`src/rtl/cfgseq_pkg.sv`:
```
package cfgseq_pkg;

    typedef enum logic [2:0] {
        ST_IDLE   = 3'd0,
        ST_SHIFT  = 3'd1,
        ST_GAP    = 3'd2,
        ST_UPDATE = 3'd3,
        ST_DONE   = 3'd4
    } seq_state_t;

endpackage

```
`src/rtl/cfgseq_bitcnt.sv`:
```
module cfgseq_bitcnt #(
    parameter int IMG_W = 81,
    localparam int CW   = $clog2(IMG_W)
) (
    input  logic          clk,
    input  logic          rst_n,
    input  logic          clr,
    input  logic          inc,
    output logic [CW-1:0] cnt,
    output logic          at_last
);

    localparam logic [CW-1:0] LAST = CW'(IMG_W - 1);

    always_ff @(posedge clk or negedge rst_n) begin
        if (!rst_n) begin
            cnt <= '0;
        end else if (clr) begin
            cnt <= '0;
        end else if (inc && cnt != LAST) begin
            cnt <= cnt + 1'b1;
        end
    end

    assign at_last = (cnt == LAST);


    cnt_in_range_chk: assert property (@(posedge clk) disable iff (!rst_n)
        cnt <= LAST);

endmodule

```
`src/rtl/cfgseq_shreg.sv`:
```
module cfgseq_shreg #(
    parameter int IMG_W = 81
) (
    input  logic             clk,
    input  logic             rst_n,
    input  logic             load,
    input  logic             shift,
    input  logic [IMG_W-1:0] par_in,
    output logic             ser_out
);

    logic [IMG_W-1:0] hold_q;

    always_ff @(posedge clk or negedge rst_n) begin
        if (!rst_n) begin
            hold_q <= '0;
        end else if (load) begin
            hold_q <= par_in;
        end else if (shift) begin
            hold_q <= {1'b0, hold_q[IMG_W-1:1]};
        end
    end

    assign ser_out = hold_q[0];

endmodule

```
`src/rtl/cfgseq_loader.sv`:
```
module cfgseq_loader
    import cfgseq_pkg::*;
#(
    parameter int IMG_W = 81,
    localparam int CW   = $clog2(IMG_W)
) (
    input  logic             clk,
    input  logic             rst_n,
    input  logic             clk_en,
    input  logic             start,
    input  logic [IMG_W-1:0] image,
    output logic             ser_data,
    output logic             shift_en,
    output logic             update_stb,
    output logic             busy,
    output logic             done
);

    seq_state_t    state_q, state_d;
    logic [CW-1:0] bit_cnt;
    logic          cnt_last;
    logic          accept;
    logic          advance_bit;

    assign accept      = clk_en && (state_q == ST_IDLE) && start;
    assign advance_bit = clk_en && (state_q == ST_SHIFT);

    cfgseq_bitcnt #(.IMG_W(IMG_W)) u_cnt (
        .clk     (clk),
        .rst_n   (rst_n),
        .clr     (accept),
        .inc     (advance_bit),
        .cnt     (bit_cnt),
        .at_last (cnt_last)
    );

    cfgseq_shreg #(.IMG_W(IMG_W)) u_sreg (
        .clk     (clk),
        .rst_n   (rst_n),
        .load    (accept),
        .shift   (advance_bit),
        .par_in  (image),
        .ser_out (ser_data)
    );

    // state register
    always_ff @(posedge clk or negedge rst_n) begin
        if (!rst_n) begin
            state_q <= ST_IDLE;
        end else if (clk_en) begin
            state_q <= state_d;
        end
    end

    // transitions
    always_comb begin
        state_d = state_q;
        unique case (state_q)
            ST_IDLE:   if (start) state_d = ST_SHIFT;
            ST_SHIFT:  if (cnt_last) state_d = ST_GAP;
            ST_GAP:    state_d = ST_UPDATE;
            ST_UPDATE: state_d = ST_DONE;
            ST_DONE:   state_d = ST_IDLE;
            default:   state_d = ST_IDLE;
        endcase
    end

    // outputs
    always_comb begin
        shift_en   = 1'b0;
        update_stb = 1'b0;
        busy       = 1'b0;
        done       = 1'b0;
        unique case (state_q)
            ST_IDLE:   ;
            ST_SHIFT:  begin busy = 1'b1; shift_en = clk_en; end
            ST_GAP:    busy = 1'b1;
            ST_UPDATE: begin busy = 1'b1; update_stb = clk_en; end
            ST_DONE:   done = clk_en;
            default:   ;
        endcase
    end


    no_overlap_chk: assert property (@(posedge clk) disable iff (!rst_n)
        !(shift_en && update_stb));


    full_count_chk: assert property (@(posedge clk) disable iff (!rst_n)
        (state_q == ST_SHIFT && state_d == ST_GAP && clk_en) |-> (bit_cnt == CW'(IMG_W - 1)));


    single_update_chk: assert property (@(posedge clk) disable iff (!rst_n)
        (update_stb) |=> !update_stb);


    done_not_busy_chk: assert property (@(posedge clk) disable iff (!rst_n)
        done |-> !busy);


    pause_hold_chk: assert property (@(posedge clk) disable iff (!rst_n)
        !clk_en |=> ($stable(state_q) && $stable(bit_cnt)));


    pause_quiet_chk: assert property (@(posedge clk) disable iff (!rst_n)
        !clk_en |-> !(shift_en || update_stb || done));

endmodule

```
`config.mk`:
```
export PLATFORM = sky130hd
export DESIGN_NAME = cfgseq_loader
export DESIGN_NICKNAME = d
export VERILOG_FILES = /design/src/rtl/cfgseq_pkg.sv /design/src/rtl/cfgseq_bitcnt.sv /design/src/rtl/cfgseq_shreg.sv /design/src/rtl/cfgseq_loader.sv
export SDC_FILE = /design/constraint.sdc
export NUM_CORES = 1
export LEC_CHECK = 0
export CORE_MARGIN = 2
export CORE_UTILIZATION = 58
export CTS_BUF_LIST = sky130_fd_sc_hd__clkbuf_8
export DETAILED_ROUTE_END_ITERATION = 7
export MAX_ROUTING_LAYER = met4
export PLACE_DENSITY = 0.88
export SLEW_MARGIN = 0
export SYNTH_ARGS = -nofsm -noshare
export SYNTH_HDL_FRONTEND = slang
export SYNTH_SLANG_ARGS = --single-unit
```
`constraint.sdc`:
```
create_clock -name clk -period 3.48 [get_ports clk]
set_input_delay 1.044 -clock clk [delete_from_list [all_inputs] [get_ports clk]]
set_output_delay 1.044 -clock clk [all_outputs]
set_load 0.02 [all_outputs]
```
==> summary.json, run 1 <==
{
  "run_status": {"value": "finished clean"},
  "detailed_placement_wirelength_estimate": {"value": 6880, "unit": "um"},
  "synth.yosys.warnings": {"value": 0},
  "drive_above_1_share": {"value": 16.0, "unit": "%"},
  "synth_area_per_cell": {"value": 9.21, "unit": "um2"},
  "tot_pwr": {"value": 2.55, "unit": "mW"},
  "worst_vdd_ir": {"value": 0.211, "unit": "mV"},
  "vias_in_the_first_global_route": {"value": 3820},
  "r2r-end": {"value": "u_cnt.cnt[1]"},
  "dr.first_iter.drc_count": {"value": 299},
  "pwr-share-comb": {"value": 18.8, "unit": "%"},
  "grt_setup_unrepaired": {"value": "false"},
  "cp_slowest_cell": {"value": "sky130_fd_sc_hd__clkdlybuf4s50_1"},
  "mostFrequentLayoutCell": {"value": "sky130_fd_sc_hd__nand2_1"},
  "layout.nets": {"value": 664},
  "finalHoldViolCount": {"value": 0},
  "timing.hold.worst_path_depth": {"value": 1},
  "critical_path.max_fanout": {"value": 5},
  "initial_utilization": {"value": 60.7, "unit": "%"},
  "clkLatencyLatePin": {"value": 0.35, "unit": "ns"},
  "cts-root-buf": {"value": "sky130_fd_sc_hd__clkbuf_8"},
  "net-switching-power": {"value": 0.724, "unit": "mW"},
  "die_x": {"value": 94.4, "unit": "um"},
  "postRouteAntennaNets": {"value": 0},
  "setup.worst_path.start_class": {"value": "input pin"},
  "viasPerCell": {"value": 5.87},
  "layout.cells.most_common_list": {"value": "sky130_fd_sc_hd__nand2_1, sky130_fd_sc_hd__dfrtp_1, sky130_fd_sc_hd__clkdlybuf4s50_1"},
  "buffer_and_inverter_count_on_the_worst_path": {"value": 4},
  "ff2ff_setup_slack": {"value": 1.22, "unit": "ns"},
  "cts_made_buffers": {"value": 9},
  "overall_via_count_from_detail_route": {"value": 4011},
  "final-setup-viol-count": {"value": 0},
  "distinct_cell_type_count_after_synthesis": {"value": 38},
  "postSynthNetCount": {"value": 602},
  "buffer_ports.inserted": {"value": 89},
  "die_y": {"value": 94.4, "unit": "um"},
  "slew_headroom": {"value": 43.6, "unit": "%"},
  "power_frac_clock": {"value": 27.4, "unit": "%"},
  "global_route.overflow_total": {"value": 0},
  "worst_clock_skew": {"value": 0.00706, "unit": "ns"},
  "core-area": {"value": 0.00781, "unit": "mm2"},
  "grt.total_usage": {"value": 26.2, "unit": "%"},
  "critical_register_to_register_path_startpoint": {"value": "state_q[2]"},
  "period_share": {"value": 94.4, "unit": "%"},
  "pnr_worst_setup_slack": {"value": 0.195, "unit": "ns"},
  "critical_path_arrival": {"value": 2.24, "unit": "ns"},
  "worst_pin_slew": {"value": 0.846, "unit": "ns"},
  "fillers": {"value": 577},
  "fmaxAchievable": {"value": 304, "unit": "MHz"},
  "leakage": {"value": 2.39, "unit": "nW"},
  "critical_path.endpoint_type": {"value": "output port"},
  "switching_share": {"value": 28.4, "unit": "%"},
  "grt_start_max_net_pins": {"value": 87},
  "critical-path-max-stage-delay": {"value": 0.51, "unit": "ns"},
  "wire_per_inst": {"value": 15.7, "unit": "um"},
  "cp_cell_sequence": {"value": "clkdlybuf4s50_1 -> buf_4 -> nand4bb_4 -> inv_2 -> dlygate4sd2_1"},
  "io-pin-count": {"value": 90},
  "cts_hold_buffers": {"value": 0},
  "hold-path-endpoint": {"value": "u_cnt.cnt[5]"},
  "period_needed": {"value": 3.29, "unit": "ns"},
  "final_design_area_no_fill": {"value": 0.00582, "unit": "mm2"},
  "power.share.sequential": {"value": 53.8, "unit": "%"},
  "synth_sequential_area_ratio": {"value": 48.0, "unit": "%"},
  "worstPathRequired": {"value": 2.44, "unit": "ns"},
  "drt-pass1-iter-count": {"value": 5},
  "globalplace.congestion": {"value": 0.849},
  "syn_to_final_growth": {"value": 22.7, "unit": "%"},
  "timing.hold.worst.start": {"value": "u_cnt.cnt[5]"},
  "placement.cell_area": {"value": 0.00562, "unit": "mm2"},
  "drc": {"value": 0},
  "synth.cell_area": {"value": 0.00474, "unit": "mm2"},
  "cell_internal_pwr": {"value": 1.83, "unit": "mW"},
  "timing.setup.critical_path_class": {"value": "input pin to output port"},
  "std_cell_rows": {"value": 32},
  "maxSlewViolCount": {"value": 0},
  "clock_tree.htree_level_count": {"value": 3},
  "postCtsSetupRepairBufs": {"value": 0},
  "number_of_antenna_violations_at_the_first_check_in_global_routing": {"value": 0},
  "tritoncts_num_sinks": {"value": 91},
  "timing.critical_path.max_delay_family": {"value": "buffers and inverters"},
  "min-delay-path-class": {"value": "flip-flop to flip-flop"},
  "detail_route.wirelength": {"value": 10700, "unit": "um"},
  "pre_cts_ws": {"value": -0.128, "unit": "ns"},
  "synth.ff_latch_count": {"value": 91},
  "worstRegToRegCells": {"value": 5},
  "tritoncts": {"value": "built"},
  "cts_buffer_depth": {"value": 2},
  "power_density": {"value": 439, "unit": "mW/mm2"},
  "dieArea": {"value": 0.00892, "unit": "mm2"},
  "wire_length_of_the_first_global_routing_pass": {"value": 18000, "unit": "um"},
  "layout.core_utilization": {"value": 74.5, "unit": "%"},
  "antennaDiodeCount": {"value": 0},
  "syn-instance-count": {"value": 515},
  "cts.clk_slew.worst_paths": {"value": 0.08, "unit": "ns"},
  "timing.critical_path.depth": {"value": 5},
  "drv_cap": {"value": 0}
}
power by group through the flow:
stage	Combinational, mW	Sequential [mW]	Clock [mW]
final	0.481	1.37	0.698
after global routing	0.538	1.40	0.761
after CTS	0.486	1.37	0.713
after detailed placement	0.480	1.39	0
after global placement	0.452	1.37	0
after floorplan	0.287	1.35	0
registers in the layout (all words and copies together) (netlist names):
signal	flops
u_sreg.hold_q	81
u_cnt.cnt	7
state_q	3
metrics by stage:
stage,cells,TNS [ns],hold WS (ns)
after floorplan,515,0,0.454
after detailed placement,668,-0.206,0.496
after global placement,668,-0.0847,0.487
final,683,0,0.516
after CTS,683,0,0.507
after global routing,683,0,0.538
worst max-delay path by stage:
stage	start	endpoint
floorplan	clk_en	done
global placement	clk_en	done
detailed placement	clk_en	done
CTS	clk_en	update_stb
global route	clk_en	done
finish	clk_en	shift_en
logic make-up (layout without fill, tap and decap cells):
logic type | Yosys count | in the layout | synth area share, %
AOI/OAI and AO/OA | 98 | 98 | 12.7
adders and majority gates | 2 | 2 | 0.528
buffers and inverters | 54 | 120 | 6.39
DFF | 91 | 91 | 48.0
muxes | 5 | 5 | 1.08
and+or+nand+nor | 265 | 265 | 31.2
routing by layer:
layer  part of all wire, %  vias up  global-route usage (%)
met5                     0        -                       -
met4                   1.6        0                    10.0
met3                   5.0       20                    3.99
met2                    51      133                    41.4
met1                    43     1940                    34.4
li1                      -     1918                       -
Yosys cell counts, drive strengths merged:
cell | n | share of area (%)
nor2 | 4 | 0.32
nor4 | 1 | 0.13
a32oi | 1 | 0.18
o211ai | 1 | 0.16
nor4b | 2 | 0.69
mux2 | 1 | 0.24
or3 | 2 | 0.26
nor2b | 1 | 0.13
mux2i | 4 | 0.84
ha | 2 | 0.53
or4b | 2 | 0.50
a31oi | 79 | 10
and3 | 2 | 0.26
inv | 5 | 0.40
a21o | 2 | 0.32
a21oi | 3 | 0.32
nor3 | 79 | 15
a211o | 1 | 0.18
nor3b | 1 | 0.16
nand4 | 2 | 0.26
nand2 | 163 | 13
o21ai | 11 | 1.2
buf | 34 | 4.8
nand4bb | 1 | 0.24
clkbuf | 15 | 1.2
dfrtp | 91 | 48
nand3 | 3 | 0.32
or2 | 1 | 0.13
and4b | 1 | 0.21
worst reg2reg max path, cell delays in order, from the launching register on:
cell                        delay [ns]
sky130_fd_sc_hd__dfrtp_1          0.51
sky130_fd_sc_hd__nand4bb_4        0.30
sky130_fd_sc_hd__inv_2            0.08
sky130_fd_sc_hd__buf_4            0.65
sky130_fd_sc_hd__o21ai_1          0.27
sky130_fd_sc_hd__mux2_2           0.33
what timing repair did:
item | 4_1_cts | 5_1_grt
gates resized for setup | 2 | 1
setup endpoints to repair | 2 | 1
pin swaps | 0 | 0
cell type report:
class                   instances  area (um2)  share of cell area [%]
well taps                     102         128                    2.19
flip-flops and latches         91        2280                    39.1
repair buffers                100        1020                    17.6
inverters                       5        20.0                   0.344
clock buffers                  10         138                    2.37
multi-input cells             370        2180                    37.4
clock inverters                 5        55.1                   0.946
Note: power is estimated with default switching activity, not from simulation.
==> inputs of run 2 (changes only) <==
PLACE_DENSITY = 0.95   (was 0.88)
==> summary.json, run 2 (synthesized netlist as in run 1, its figures left out) <==
{
  "run_status": {"value": "finished clean", "change": "unchanged"},
  "fillers": {"value": 553, "change": "was 577"},
  "clock_tree.htree_level_count": {"value": 3, "change": "unchanged"},
  "global_route.overflow_total": {"value": 0, "change": "unchanged"},
  "min-delay-path-class": {"value": "flip-flop to flip-flop", "change": "unchanged"},
  "worst_pin_slew": {"value": 0.849, "unit": "ns", "change": "was 0.846 ns"},
  "initial_utilization": {"value": 60.7, "unit": "%", "change": "unchanged"},
  "core-area": {"value": 0.00781, "unit": "mm2", "change": "unchanged"},
  "antennaDiodeCount": {"value": 0, "change": "unchanged"},
  "placement.cell_area": {"value": 0.00563, "unit": "mm2", "change": "was 0.00562 mm2"},
  "final-setup-viol-count": {"value": 0, "change": "unchanged"},
  "worst_vdd_ir": {"value": 0.277, "unit": "mV", "change": "was 0.211 mV"},
  "overall_via_count_from_detail_route": {"value": 4121, "change": "was 4011"},
  "viasPerCell": {"value": 6.02, "change": "was 5.87"},
  "critical_path.endpoint_type": {"value": "output port", "change": "unchanged"},
  "cts_buffer_depth": {"value": 2, "change": "unchanged"},
  "drc": {"value": 0, "change": "unchanged"},
  "fin_hold_ws": {"value": 0.515, "unit": "ns", "change": "was 0.516 ns"},
  "critical_register_to_register_path_startpoint": {"value": "state_q[2]", "change": "unchanged"},
  "detailed_placement_wirelength_estimate": {"value": 6990, "unit": "um", "change": "was 6880 um"},
  "detail_route.wirelength": {"value": 11000, "unit": "um", "change": "was 10700 um"},
  "die_y": {"value": 94.4, "unit": "um", "change": "unchanged"},
  "final_design_area_no_fill": {"value": 0.00584, "unit": "mm2", "change": "was 0.00582 mm2"},
  "tot_pwr": {"value": 2.63, "unit": "mW", "change": "was 2.55 mW"},
  "dieArea": {"value": 0.00892, "unit": "mm2", "change": "unchanged"},
  "grt.total_usage": {"value": 26.4, "unit": "%", "change": "was 26.2%"},
  "timing.setup.critical_path_class": {"value": "input pin to output port", "change": "unchanged"},
  "setup.worst_path.start_class": {"value": "input pin", "change": "unchanged"},
  "io-pin-count": {"value": 90, "change": "unchanged"},
  "pwr-share-comb": {"value": 18.2, "unit": "%", "change": "was 18.8%"},
  "globalplace.congestion": {"value": 0.809, "change": "was 0.849"},
  "switching_share": {"value": 27.8, "unit": "%", "change": "was 28.4%"},
  "power_density": {"value": 451, "unit": "mW/mm2", "change": "was 439 mW/mm2"},
  "tritoncts": {"value": "built", "change": "unchanged"},
  "cell_internal_pwr": {"value": 1.90, "unit": "mW", "change": "was 1.83 mW"},
  "cts.clk_slew.worst_paths": {"value": 0.08, "unit": "ns", "change": "about the same"},
  "cts-root-buf": {"value": "sky130_fd_sc_hd__clkbuf_8", "change": "unchanged"},
  "drive_above_1_share": {"value": 16.3, "unit": "%", "change": "was 16.0%"},
  "period_needed": {"value": 3.31, "unit": "ns", "change": "was 3.29 ns"},
  "wire_length_of_the_first_global_routing_pass": {"value": 18200, "unit": "um", "change": "was 18000 um"},
  "slew_headroom": {"value": 43.4, "unit": "%", "change": "was 43.6%"},
  "period_share": {"value": 95.1, "unit": "%", "change": "was 94.4%"},
  "fmaxAchievable": {"value": 302, "unit": "MHz", "change": "was 304 MHz"},
  "tritoncts_num_sinks": {"value": 91, "change": "unchanged"},
  "timing.hold.worst.start": {"value": "u_sreg.hold_q[2]", "change": "was u_cnt.cnt[5]"},
  "leakage": {"value": 2.38, "unit": "nW", "change": "was 2.39 nW"},
  "dr.first_iter.drc_count": {"value": 320, "change": "was 299"},
  "critical_path.max_fanout": {"value": 2, "change": "was 5"},
  "layout.nets": {"value": 666, "change": "was 664"},
  "drt-pass1-iter-count": {"value": 5, "change": "unchanged"},
  "std_cell_rows": {"value": 32, "change": "unchanged"},
  "number_of_antenna_violations_at_the_first_check_in_global_routing": {"value": 0, "change": "unchanged"},
  "power.share.sequential": {"value": 52.2, "unit": "%", "change": "was 53.8%"},
  "start_point_of_the_critical_path": {"value": "clk_en", "change": "unchanged"},
  "layout.core_utilization": {"value": 74.8, "unit": "%", "change": "was 74.5%"},
  "worstPathRequired": {"value": 2.44, "unit": "ns", "change": "about the same"},
  "grt_start_max_net_pins": {"value": 87, "change": "unchanged"},
  "finalHoldViolCount": {"value": 0, "change": "unchanged"},
  "grt_setup_unrepaired": {"value": "false", "change": "unchanged"},
  "clkLatencyLatePin": {"value": 0.35, "unit": "ns", "change": "about the same"},
  "power_frac_clock": {"value": 29.6, "unit": "%", "change": "was 27.4%"},
  "worst_clock_skew": {"value": 0.00713, "unit": "ns", "change": "was 0.00706 ns"},
  "die_x": {"value": 94.4, "unit": "um", "change": "unchanged"},
  "layout.cells.most_common_list": {"value": "sky130_fd_sc_hd__nand2_1, sky130_fd_sc_hd__dfrtp_1, sky130_fd_sc_hd__clkdlybuf4s50_1", "change": "unchanged"},
  "cts_made_buffers": {"value": 9, "change": "unchanged"},
  "buffer_ports.inserted": {"value": 89, "change": "unchanged"},
  "top_register": {"value": "u_sreg.hold_q", "change": "unchanged"},
  "cts_hold_buffers": {"value": 0, "change": "unchanged"},
  "drv_cap": {"value": 0, "change": "unchanged"},
  "max_reg_flops": {"value": 81, "change": "unchanged"},
  "vias_in_the_first_global_route": {"value": 3812, "change": "was 3820"},
  "wire_per_inst": {"value": 16.0, "unit": "um", "change": "was 15.7 um"},
  "postRouteAntennaNets": {"value": 0, "change": "unchanged"},
  "mostFrequentLayoutCell": {"value": "sky130_fd_sc_hd__nand2_1", "change": "unchanged"},
  "critical_path_arrival": {"value": 2.26, "unit": "ns", "change": "was 2.24 ns"},
  "reg.largest.list": {"value": "u_sreg.hold_q (81), u_cnt.cnt (7), state_q (3)", "change": "unchanged"},
  "net-switching-power": {"value": 0.732, "unit": "mW", "change": "was 0.724 mW"},
  "maxSlewViolCount": {"value": 0, "change": "unchanged"},
  "syn_to_final_growth": {"value": 23.1, "unit": "%", "change": "was 22.7%"}
}
-- run 2: cell count changes in the layout (fill, tap and decap cells not counted) --
| cell | delta |
|---|---|
| sky130_fd_sc_hd__buf_4 | +3 |
| sky130_fd_sc_hd__buf_12 | -1 |
| sky130_fd_sc_hd__bufinv_16 | +1 |
| sky130_fd_sc_hd__clkinv_2 | -1 |
| sky130_fd_sc_hd__clkinv_4 | -1 |
| sky130_fd_sc_hd__clkinvlp_4 | +1 |
| sky130_fd_sc_hd__dlygate4sd2_1 | +1 |
| sky130_fd_sc_hd__dlymetal6s2s_1 | -1 |
-- run 2: cell type report --
cell class	instances	area, um2	share of cell area (%)
clock buffer	10	138	2.36
clock inverter	5	78.8	1.35
sequential	91	2280	39.0
multi-input combinational	370	2180	37.3
timing repair buffer	102	1020	17.5
inverter	5	20.0	0.343
tap	102	128	2.19
-- run 2: path summary, 6_finish.rpt --
check                                         end  slack [ns]  cells past startpoint
max in group asynchronous       u_sreg.hold_q[25]        2.01                      2
min in group asynchronous       u_sreg.hold_q[47]        0.70                      1
worst min-delay path             u_sreg.hold_q[1]        0.52                      2
worst max-delay path                         done        0.17                      4
worst min register to register   u_sreg.hold_q[1]        0.52                      2
worst max register to register       u_cnt.cnt[1]        1.23                      5
-- run 2: timing repair --
item                                    in CTS  in global routing
gates resized for setup                      3                  0
buffers inserted                             0                  0
endpoints found under the setup margin       3                  0
-- run 2: stage by stage --
step	setup WS [ns]	std cells	TNS, ns
2_1_floorplan	0.569	515	0
4_1_cts	0.174	685	0
6_report	0.172	685	0
5_1_grt	0.0847	685	0
3_3_place_gp	-0.0471	670	-0.0666
3_5_place_dp	-0.125	670	-0.240
-- run 2: per-layer routing --
layer  GRT usage (%)  part of all wire (%)  vias up
met5               -                     0        -
met4            5.56                   1.3        0
met3            5.51                   7.1       16
met2            41.3                    50      184
met1            36.3                    42     1996
li1                -                     -     1925
-- run 2: critical path, stage by stage --
cell and delay (ns):
sky130_fd_sc_hd__clkdlybuf4s50_1 0.50, sky130_fd_sc_hd__inv_1 0.07, sky130_fd_sc_hd__nor4b_1 0.29, sky130_fd_sc_hd__dlygate4sd2_1 0.37
-- run 2: power by group through the flow --
| stage | Clock, mW | Combinational (mW) | Sequential, mW |
|---|---|---|---|
| detailed placement | 0 | 0.482 | 1.39 |
| global route | 0.826 | 0.543 | 1.40 |
| floorplan | 0 | 0.287 | 1.35 |
| CTS | 0.785 | 0.485 | 1.37 |
| finish | 0.779 | 0.480 | 1.38 |
| global placement | 0 | 0.454 | 1.37 |
==> inputs of run 3 (changes only) <==
PLACE_DENSITY = 0.9   (was 0.95)
==> summary.json, run 3 (synthesized netlist as in run 1, its figures left out) <==
{
  "net-switching-power": {"value": 0.768, "unit": "mW", "change": "was 0.732 mW"},
  "tritoncts": {"value": "built", "change": "unchanged"},
  "drt-pass1-iter-count": {"value": 6, "change": "was 5"},
  "leakage": {"value": 2.37, "unit": "nW", "change": "was 2.38 nW"},
  "clock_tree.htree_level_count": {"value": 3, "change": "unchanged"},
  "switching_share": {"value": 29.4, "unit": "%", "change": "was 27.8%"},
  "cts.clk_slew.worst_paths": {"value": 0.09, "unit": "ns", "change": "was 0.08 ns"},
  "overall_via_count_from_detail_route": {"value": 4087, "change": "was 4121"},
  "tot_pwr": {"value": 2.61, "unit": "mW", "change": "was 2.63 mW"},
  "power_frac_clock": {"value": 28.8, "unit": "%", "change": "was 29.6%"},
  "worst_vdd_ir": {"value": 0.308, "unit": "mV", "change": "was 0.277 mV"},
  "final_design_area_no_fill": {"value": 0.00583, "unit": "mm2", "change": "was 0.00584 mm2"},
  "cell_internal_pwr": {"value": 1.84, "unit": "mW", "change": "was 1.90 mW"},
  "power_density": {"value": 447, "unit": "mW/mm2", "change": "was 451 mW/mm2"},
  "grt_setup_unrepaired": {"value": "false", "change": "unchanged"},
  "syn_to_final_growth": {"value": 23.0, "unit": "%", "change": "was 23.1%"},
  "critical_register_to_register_path_startpoint": {"value": "state_q[2]", "change": "unchanged"},
  "timing.setup.critical_path_class": {"value": "input pin to output port", "change": "unchanged"},
  "setup-tns-final": {"value": 0, "unit": "ns", "change": "unchanged"},
  "finalHoldViolCount": {"value": 0, "change": "unchanged"},
  "buffer_ports.inserted": {"value": 89, "change": "unchanged"},
  "vias_in_the_first_global_route": {"value": 3988, "change": "was 3812"},
  "io-pin-count": {"value": 90, "change": "unchanged"},
  "initial_utilization": {"value": 60.7, "unit": "%", "change": "unchanged"},
  "timing.hold.worst_path_depth": {"value": 1, "change": "was 2"},
  "reg.largest.list": {"value": "u_sreg.hold_q (81), u_cnt.cnt (7), state_q (3)", "change": "unchanged"},
  "ff2ff_setup_slack": {"value": 1.26, "unit": "ns", "change": "was 1.23 ns"},
  "wire_per_inst": {"value": 16.1, "unit": "um", "change": "was 16.0 um"},
  "pwr-share-comb": {"value": 18.6, "unit": "%", "change": "was 18.2%"},
  "final-setup-viol-count": {"value": 0, "change": "unchanged"},
  "grt_start_max_net_pins": {"value": 87, "change": "unchanged"},
  "mostFrequentLayoutCell": {"value": "sky130_fd_sc_hd__nand2_1", "change": "unchanged"},
  "cts_hold_buffers": {"value": 0, "change": "unchanged"},
  "dieArea": {"value": 0.00892, "unit": "mm2", "change": "unchanged"},
  "global_route.overflow_total": {"value": 0, "change": "unchanged"},
  "power.share.sequential": {"value": 52.6, "unit": "%", "change": "was 52.2%"},
  "setup.worst_path.start_class": {"value": "input pin", "change": "unchanged"},
  "core-area": {"value": 0.00781, "unit": "mm2", "change": "unchanged"},
  "cts-root-buf": {"value": "sky130_fd_sc_hd__clkbuf_8", "change": "unchanged"},
  "grt.total_usage": {"value": 27.3, "unit": "%", "change": "was 26.4%"},
  "slew_headroom": {"value": 43.8, "unit": "%", "change": "was 43.4%"},
  "wire_length_of_the_first_global_routing_pass": {"value": 18800, "unit": "um", "change": "was 18200 um"},
  "postRouteAntennaNets": {"value": 0, "change": "unchanged"},
  "place.detailed.instances": {"value": 668, "change": "was 670"},
  "viasPerCell": {"value": 5.98, "change": "was 6.02"},
  "critical_path_arrival": {"value": 2.38, "unit": "ns", "change": "was 2.26 ns"},
  "fillers": {"value": 570, "change": "was 553"},
  "number_of_antenna_violations_at_the_first_check_in_global_routing": {"value": 0, "change": "unchanged"},
  "r2r-end": {"value": "u_cnt.cnt[1]", "change": "unchanged"},
  "worstRegToRegCells": {"value": 5, "change": "unchanged"},
  "detail_route.wirelength": {"value": 11000, "unit": "um", "change": "about the same"},
  "globalRoute.busiestLayer": {"value": "met2", "change": "unchanged"},
  "period_needed": {"value": 3.42, "unit": "ns", "change": "was 3.31 ns"},
  "antennaDiodeCount": {"value": 0, "change": "unchanged"},
  "drv_cap": {"value": 0, "change": "unchanged"},
  "drc": {"value": 0, "change": "unchanged"},
  "hold-path-endpoint": {"value": "u_cnt.cnt[5]", "change": "was u_sreg.hold_q[1]"},
  "std_cell_rows": {"value": 32, "change": "unchanged"},
  "detailed_placement_wirelength_estimate": {"value": 7010, "unit": "um", "change": "was 6990 um"},
  "min-delay-path-class": {"value": "flip-flop to flip-flop", "change": "unchanged"},
  "critical_path.endpoint_type": {"value": "output port", "change": "unchanged"},
  "max_reg_flops": {"value": 81, "change": "unchanged"},
  "tritoncts_num_sinks": {"value": 91, "change": "unchanged"},
  "drive_above_1_share": {"value": 16.3, "unit": "%", "change": "about the same"},
  "dr.first_iter.drc_count": {"value": 332, "change": "was 320"},
  "finalNonFillerCells": {"value": 684, "change": "was 685"},
  "timing.hold.worst.start": {"value": "u_cnt.cnt[5]", "change": "was u_sreg.hold_q[2]"},
  "grtUsageMet3": {"value": 5.99, "unit": "%", "change": "was 5.51%"},
  "run_status": {"value": "finished clean", "change": "unchanged"},
  "die_y": {"value": 94.4, "unit": "um", "change": "unchanged"},
  "maxSlewViolCount": {"value": 0, "change": "unchanged"},
  "layout.cells.most_common_list": {"value": "sky130_fd_sc_hd__nand2_1, sky130_fd_sc_hd__dfrtp_1, sky130_fd_sc_hd__clkdlybuf4s50_1", "change": "unchanged"},
  "worst_pin_slew": {"value": 0.844, "unit": "ns", "change": "was 0.849 ns"},
  "cts_buffer_depth": {"value": 2, "change": "unchanged"},
  "postCtsSetupRepairBufs": {"value": 0, "change": "unchanged"},
  "top_register": {"value": "u_sreg.hold_q", "change": "unchanged"},
  "critical_path.max_fanout": {"value": 3, "change": "was 2"},
  "worst_clock_skew": {"value": 0.00969, "unit": "ns", "change": "was 0.00713 ns"},
  "cts_made_buffers": {"value": 9, "change": "unchanged"},
  "placement.cell_area": {"value": 0.00562, "unit": "mm2", "change": "was 0.00563 mm2"},
  "globalplace.congestion": {"value": 0.782, "change": "was 0.809"},
  "worstPathRequired": {"value": 2.44, "unit": "ns", "change": "about the same"},
  "layout.nets": {"value": 664, "change": "was 666"},
  "layout.core_utilization": {"value": 74.7, "unit": "%", "change": "was 74.8%"},
  "period_share": {"value": 98.2, "unit": "%", "change": "was 95.1%"},
  "grt.met1_usage": {"value": 35.5, "unit": "%", "change": "was 36.3%"},
  "clkLatencyLatePin": {"value": 0.37, "unit": "ns", "change": "was 0.35 ns"},
  "die_x": {"value": 94.4, "unit": "um", "change": "unchanged"},
  "fmaxAchievable": {"value": 292, "unit": "MHz", "change": "was 302 MHz"},
  "gr-usage-met2": {"value": 44.5, "unit": "%", "change": "was 41.3%"}
}
-- run 3: power groups by stage --
stage	sequential [mW]	combinational (mW)	clock [mW]
after global placement	1.37	0.453	0
final	1.37	0.485	0.752
after detailed placement	1.39	0.484	0
after CTS	1.37	0.491	0.764
after global routing	1.40	0.545	0.811
after floorplan	1.35	0.287	0
-- run 3: worst max path at each step --
stage / start / end / slack (ns) / depth (start not counted)
2_1_floorplan: clk_en / done / 0.57 / 2
3_3_place_gp: clk_en / done / -0.07 / 4
3_5_place_dp: clk_en / done / -0.11 / 4
4_1_cts: clk_en / update_stb / 0.06 / 3
5_1_grt: clk_en / update_stb / 0.002 / 3
6_report: clk_en / update_stb / 0.06 / 3
-- run 3: per-layer routing --
| metal | wire, um | vias to the layer above |
|---|---|---|
| met5 | 0 | - |
| met4 | 158 | 0 |
| met3 | 710 | 21 |
| met2 | 5510 | 153 |
| met1 | 4610 | 1990 |
| li1 | - | 1923 |
-- run 3: cell type report --
type | count | area, um2 | area share, %
multi-input cells | 370 | 2180 | 37.4
clock buffers | 10 | 138 | 2.36
clock inverters | 6 | 72.6 | 1.24
repair buffers | 100 | 1020 | 17.5
inverters | 5 | 20.0 | 0.343
flip-flops and latches | 91 | 2280 | 39.0
well taps | 102 | 128 | 2.19
-- run 3: critical path: stages --
cell and delay (ns):
sky130_fd_sc_hd__clkdlybuf4s50_1 0.49, sky130_fd_sc_hd__and4b_1 0.23, sky130_fd_sc_hd__clkdlybuf4s50_1 0.61
-- run 3: timing repair --
action / CTS / global route
endpoints found under the hold margin: 0 / 0
endpoints found under the setup margin: 2 / 0
gates resized for setup: 2 / 0
-- run 3: through the flow --
stage | setup slack [ns] | hold slack, ns
final | 0.0609 | 0.503
after global routing | 0.00218 | 0.521
after CTS | 0.0587 | 0.502
after detailed placement | -0.113 | 0.487
after global placement | -0.0657 | 0.478
after floorplan | 0.569 | 0.454
